<file path="src/rtl/slope_adc_pkg.sv">
package slope_adc_pkg;

  typedef enum logic [2:0] {
    PH_IDLE,
    PH_ZERO,
    PH_UP,
    PH_DOWN,
    PH_DRAIN
  } phase_t;

  typedef struct packed {
    logic cntClear;
    logic cntLoadOne;
    logic cntStep;
    logic drainLoad;
    logic drainStep;
    logic resLatch;
    logic resOver;
  } strobe_t;

  typedef struct packed {
    logic upCarry;
    logic tripped;
    logic downLimit;
    logic drainZero;
  } status_t;

endpackage

</file>
<file path="src/rtl/slope_adc_path.sv">
module slope_adc_path
  import slope_adc_pkg::*;
#(
  parameter int CNT_BITS   = 8,
  parameter int DRAIN_BITS = 4
) (
  input  logic                  clk,
  input  logic                  rstN,
  input  logic                  cmpIn,
  input  logic [DRAIN_BITS-1:0] dischCycles,
  input  strobe_t               strobe,
  output status_t               status,
  output logic                  done,
  output logic [CNT_BITS:0]     result,
  output logic                  overRange
);

  localparam int CW    = CNT_BITS + 2;
  localparam int RES_W = CNT_BITS + 1;
  localparam int SYNC_DEPTH = 2;
  localparam logic [CW-1:0] UP_LAST    = (CW'(1) << CNT_BITS) - CW'(1);
  localparam logic [CW-1:0] DOWN_LIMIT = (CW'(1) << CNT_BITS) + CW'(SYNC_DEPTH + 1);

  logic [CW-1:0]         phaseCnt;
  logic [DRAIN_BITS-1:0] drainCnt;
  logic [SYNC_DEPTH-1:0] cmpSync;

  // comparator retiming chain
  always_ff @(posedge clk or negedge rstN) begin
    if (!rstN) cmpSync <= '0;
    else       cmpSync <= {cmpSync[SYNC_DEPTH-2:0], cmpIn};
  end

  // shared phase counter
  always_ff @(posedge clk or negedge rstN) begin
    if (!rstN)                 phaseCnt <= '0;
    else if (strobe.cntClear)  phaseCnt <= '0;
    else if (strobe.cntLoadOne) phaseCnt <= CW'(1);
    else if (strobe.cntStep)   phaseCnt <= phaseCnt + CW'(1);
  end

  // discharge timer
  always_ff @(posedge clk or negedge rstN) begin
    if (!rstN)                  drainCnt <= '0;
    else if (strobe.drainLoad)  drainCnt <= dischCycles;
    else if (strobe.drainStep && drainCnt != '0) drainCnt <= drainCnt - 1'b1;
  end

  // result register with latency correction
  always_ff @(posedge clk or negedge rstN) begin
    if (!rstN) begin
      result    <= '0;
      overRange <= 1'b0;
      done      <= 1'b0;
    end else begin
      done <= strobe.resLatch;
      if (strobe.resLatch) begin
        overRange <= strobe.resOver;
        if (strobe.resOver)
          result <= '1;
        else if (phaseCnt < CW'(SYNC_DEPTH))
          result <= '0;
        else
          result <= RES_W'(phaseCnt - CW'(SYNC_DEPTH));
      end
    end
  end

  always_comb begin
    status.upCarry   = (phaseCnt == UP_LAST);
    status.tripped   = !cmpSync[SYNC_DEPTH-1];
    status.downLimit = (phaseCnt == DOWN_LIMIT);
    status.drainZero = (drainCnt == '0);
  end

endmodule

</file>
<file path="src/rtl/slope_adc_seq.sv">
module slope_adc_seq
  import slope_adc_pkg::*;
(
  input  logic    clk,
  input  logic    rstN,
  input  logic    start,
  input  logic    quadMode,
  input  status_t status,
  output strobe_t strobe,
  output logic    swInput,
  output logic    swRef,
  output logic    swReset,
  output logic    swZero,
  output logic    busy
);

  phase_t phase, phaseNext;

  always_ff @(posedge clk or negedge rstN) begin
    if (!rstN) phase <= PH_IDLE;
    else       phase <= phaseNext;
  end

  always_comb begin
    phaseNext = phase;
    strobe    = '0;
    unique case (phase)
      PH_IDLE: begin
        if (start) begin
          strobe.cntClear = 1'b1;
          phaseNext = quadMode ? PH_ZERO : PH_UP;
        end
      end
      PH_ZERO: begin
        if (status.upCarry) begin
          strobe.cntClear = 1'b1;
          phaseNext = PH_UP;
        end else begin
          strobe.cntStep = 1'b1;
        end
      end
      PH_UP: begin
        if (status.upCarry) begin
          strobe.cntLoadOne = 1'b1;
          phaseNext = PH_DOWN;
        end else begin
          strobe.cntStep = 1'b1;
        end
      end
      PH_DOWN: begin
        if (status.tripped || status.downLimit) begin
          strobe.resLatch  = 1'b1;
          strobe.resOver   = !status.tripped;
          strobe.drainLoad = 1'b1;
          phaseNext = PH_DRAIN;
        end else begin
          strobe.cntStep = 1'b1;
        end
      end
      PH_DRAIN: begin
        if (status.drainZero) phaseNext = PH_IDLE;
        else                  strobe.drainStep = 1'b1;
      end
      default: phaseNext = PH_IDLE;
    endcase
  end

  always_comb begin
    swInput = (phase == PH_UP);
    swRef   = (phase == PH_DOWN);
    swZero  = (phase == PH_ZERO);
    swReset = (phase == PH_IDLE) || (phase == PH_DRAIN);
    busy    = (phase != PH_IDLE);
  end

endmodule

</file>
<file path="src/rtl/slope_adc_ctrl.sv">
module slope_adc_ctrl
  import slope_adc_pkg::*;
#(
  parameter int CNT_BITS   = 8,
  parameter int DRAIN_BITS = 4
) (
  input  logic                  clk,
  input  logic                  rstN,
  input  logic                  start,
  input  logic                  quadMode,
  input  logic [DRAIN_BITS-1:0] dischCycles,
  input  logic                  cmpIn,
  output logic                  swInput,
  output logic                  swRef,
  output logic                  swReset,
  output logic                  swZero,
  output logic                  busy,
  output logic                  done,
  output logic [CNT_BITS:0]     result,
  output logic                  overRange
);

  strobe_t strobe;
  status_t status;

  slope_adc_seq u_seq (
    .clk     (clk),
    .rstN    (rstN),
    .start   (start),
    .quadMode(quadMode),
    .status  (status),
    .strobe  (strobe),
    .swInput (swInput),
    .swRef   (swRef),
    .swReset (swReset),
    .swZero  (swZero),
    .busy    (busy)
  );

  slope_adc_path #(
    .CNT_BITS  (CNT_BITS),
    .DRAIN_BITS(DRAIN_BITS)
  ) u_path (
    .clk        (clk),
    .rstN       (rstN),
    .cmpIn      (cmpIn),
    .dischCycles(dischCycles),
    .strobe     (strobe),
    .status     (status),
    .done       (done),
    .result     (result),
    .overRange  (overRange)
  );

endmodule

</file>
<file path="config.mk">
export PLATFORM = sky130hd
export DESIGN_NAME = slope_adc_ctrl
export DESIGN_NICKNAME = d
export VERILOG_FILES = /design/src/rtl/slope_adc_pkg.sv /design/src/rtl/slope_adc_path.sv /design/src/rtl/slope_adc_seq.sv /design/src/rtl/slope_adc_ctrl.sv
export SDC_FILE = /design/constraint.sdc
export NUM_CORES = 1
export LEC_CHECK = 0
export ABC_CLOCK_PERIOD_IN_PS = 7200
export BUFFER_PORTS_ARGS = -buffer_cell sky130_fd_sc_hd__buf_2
export CORE_ASPECT_RATIO = 1.2
export CORE_MARGIN = 4
export CORE_UTILIZATION = 50
export CTS_BUF_LIST = sky130_fd_sc_hd__clkbuf_4 sky130_fd_sc_hd__clkbuf_8
export DETAILED_ROUTE_END_ITERATION = 8
export PLACE_DENSITY_LB_ADDON = 0.2
export SYNTH_ARGS = -nofsm -noshare
export SYNTH_HDL_FRONTEND = slang
export SYNTH_HIERARCHICAL = 1
export SYNTH_SLANG_ARGS = --single-unit
</file>
<file path="constraint.sdc">
create_clock -name clk -period 7.2 [get_ports clk]
set_clock_uncertainty 0.05 [all_clocks]
set_input_delay 1.8 -clock clk [delete_from_list [all_inputs] [get_ports clk]]
set_output_delay 1.8 -clock clk [all_outputs]
set_load 0.03 [all_outputs]
</file>
==> results.yml <==
critical_path:
  worstSetupEndpointType: "output port"
  start_kind: "register"
  crit_buf_inv: 2
  crit_slowest_cell: "dfrtp_1"
  crit_family: "flip-flops"
  crit_fanout: 14
  critPathRequiredTime_ns: 5.35
  max_stage_delay_ns: 0.61
  path_cells: "inv_1, nor3_1, buf_2"
  path_class: "register to output port"
  worstPathArrival_ns: 1.43
  r2r_slack_ns: 3.95
logic_synthesis:
  seq_area_frac_synth_pct: 42.1
  syn_avg_cell_area_sq_um: 9.86
  synth_top_family_by_area: "simple AND/OR/NAND/NOR gates"
  syn_area_sq_um: 1780
  yosysTopAreaCell: "dfrtp_1"
  ys_ff_latch: 30
  synth_simple_gate_area_share_pct: 27.2
  synth_edf_count: 0
  yosys.area.top_type_share_pct: 42.1
  synth-main-ff-cell: "dfrtp_1"
  synth_compound_area_share_pct: 14.5
  yosysWarningCount: 6
  synth_cells: 181
  synth_nets: 194
  synth_xor_area_share_pct: 2.45
  synth-adder-area-share_pct: 2.81
  ys_types: 53
  synthTopCellsByArea: "dfrtp_1, nor2_1, clkbuf_8"
  synthMuxAreaShare_pct: 3.02
  async_flop_share_pct: 100
layout:
  synthToLayoutAreaGrowth_pct: 8.84
  utilization_pct: 57.2
  drive_above_1_share_pct: 21.7
  stdcell_count: 240
  nFillCells: 306
  antenna_cells: 0
  nNetsFinal: 215
clock_network:
  insertion_delay_ns: 0.28
  ctsResizeCount: 0
  clock_sinks: 30
  cts_buffer_depth: 2
  cts_root_buf: "clkbuf_8"
  path_clk_slew_ns: 0.06
  cts_tree: "yes"
  cts_buffers: 5
  htreeDepth: 2
  post_cts_buffers: 0
  ctsHoldBuffers: 0
timing:
  max_freq_mhz: 305
  period_minus_slack_ns: 3.28
  slew_headroom_pct: 42.8
  worst_pin_slew_ns: 0.851
  finalSetupViolations: 0
  rsz0062_at_grt: "no"
  hold_viol_final: 0
  drv_slew: 0
  tns_ns: 0
  post-route-period-util_pct: 45.6
power:
  p_seq_share_pct: 35.8
  leakage_uw: 0.000891
  p_int_uw: 469
  pwr-share-comb_pct: 47.6
  switchingPower_uw: 391
  power.density_nw_per_um2: 443
  clkPwrFrac_pct: 16.6
  peakVddDrop_v: 0.000225
  switching_share_pct: 45.5
global_routing:
  grt_pass1_wl_mm: 6.60
  grt.overflow.total: 0
  grt_use_total_pct: 18.0
  antenna_found_initial: 0
  grt_max_degree: 31
  grt_pass1_vias: 1504
route:
  wl_per_cell_um: 15.5
  wl_mm: 3.72
  via_per_inst: 5.95
  antenna_left: 0
  dr.pass1.iters: 4
  via_count: 1427
  drt_iter0_markers: 71
  drcViolationCount: 0
worst_hold_path:
  hp-class: "register to register"
placed_design:
  dp_hpwl_mm: 2.60
  io_buffers: 24
  dpl.cell_count: 232
  gp_congestion: 0.881
floorplanning:
  ioPinCount: 25
  start_util_pct: 52.5
  placeableCoreArea_sq_um: 3400
  die_w_um: 62.5
  die_area_sq_um: 4590
  row_count: 23
  fp.dieH_um: 73.4
run_status:
  status: "finished, final reports clean"
job:
  drv_cap: 0
-- path summary, 6_finish.rpt --
path,from,endpoint,depth (start not counted)
min in group asynchronous,rstN,u_path/phaseCnt[5]$_DFFE_PN0P_,1
hold / removal,u_path/cmpSync[0]$_DFF_PN0_,u_path/cmpSync[1]$_DFF_PN0_,0
setup reg to reg,u_path/phaseCnt[0]$_DFFE_PN0P_,u_path/phaseCnt[7]$_DFFE_PN0P_,9
setup / recovery,u_seq/phase[0]$_DFFE_PN0P_,swZero,3
max in group asynchronous,rstN,u_path/drainCnt[3]$_DFFE_PN0P_,1
hold reg to reg,u_path/cmpSync[0]$_DFF_PN0_,u_path/cmpSync[1]$_DFF_PN0_,0
-- cell usage in the layout (no fill, tap or decap), types with 5 or more instances in the layout --
master	instances
nor3_1	5
o31ai_1	5
inv_1	8
nor2_1	23
dfrtp_1	30
nand2_1	11
a21oi_1	10
clkbuf_8	6
buf_2	24
-- stage by stage --
stage	setup slack [ns]	instance area (sq um)	power (uW)	hold slack, ns
floorplan	4.08	1780	646	0.281
global placement	4.24	1850	706	0.282
detailed placement	4.02	1850	716	0.289
CTS	3.91	1940	866	0.303
global route	3.78	1940	927	0.322
finish	3.92	1940	860	0.302
-- layout make-up --
cell class,count,area [sq um],area share (%)
repair buffers,25,128,6.57
clock buffers,7,90.1,4.64
flip-flops and latches,30,751,38.7
inverters,8,30.0,1.55
well taps,37,46.3,2.38
multi-input cells,132,892,45.9
clock inverters,1,5.00,0.258
-- state kept, by name, indices dropped and copies added (netlist names) --
register / count
u_path/done: 1
u_path/result: 9
u_seq/phase: 3
u_path/cmpSync: 2
u_path/drainCnt: 4
u_path/phaseCnt: 10
u_path/overRange: 1
-- Yosys cell counts (3+ instances only) --
cell type,count
xnor2_1,3
a211oi_1,3
mux2_2,3
a21oi_1,10
o31ai_1,5
nand2_1,11
clkbuf_8,4
nor2_1,23
ha_1,4
nor2b_1,3
inv_1,8
dfrtp_1,30
or4_1,3
buf_6,3
or3_1,4
a31oi_1,3
o21ai_0,3
nand3_1,4
nor3_1,5
-- power by group through the flow --
stage,logic (uW),registers (uW),clock network (uW)
after floorplan,315,331,0
after global placement,401,305,0
after detailed placement,408,308,0
after CTS,412,306,147
after global routing,451,319,156
final,409,308,143
-- metal layers --
layer	wire length [um]	GRT usage, %	up-vias
met1	1610	20.1	701
met3	127	4.74	7
li1	-	-	693
met4	57	7.35	0
met2	1930	32.8	26
met5	0	0	-
-- logic make-up after synthesis --
kind of cell	after synthesis
simple gates	81
compound gates	37
flops	30
buf+inv	19
xor+xnor	5
mux	5
fa+ha+maj	4
(Power assumes the default switching activity.)
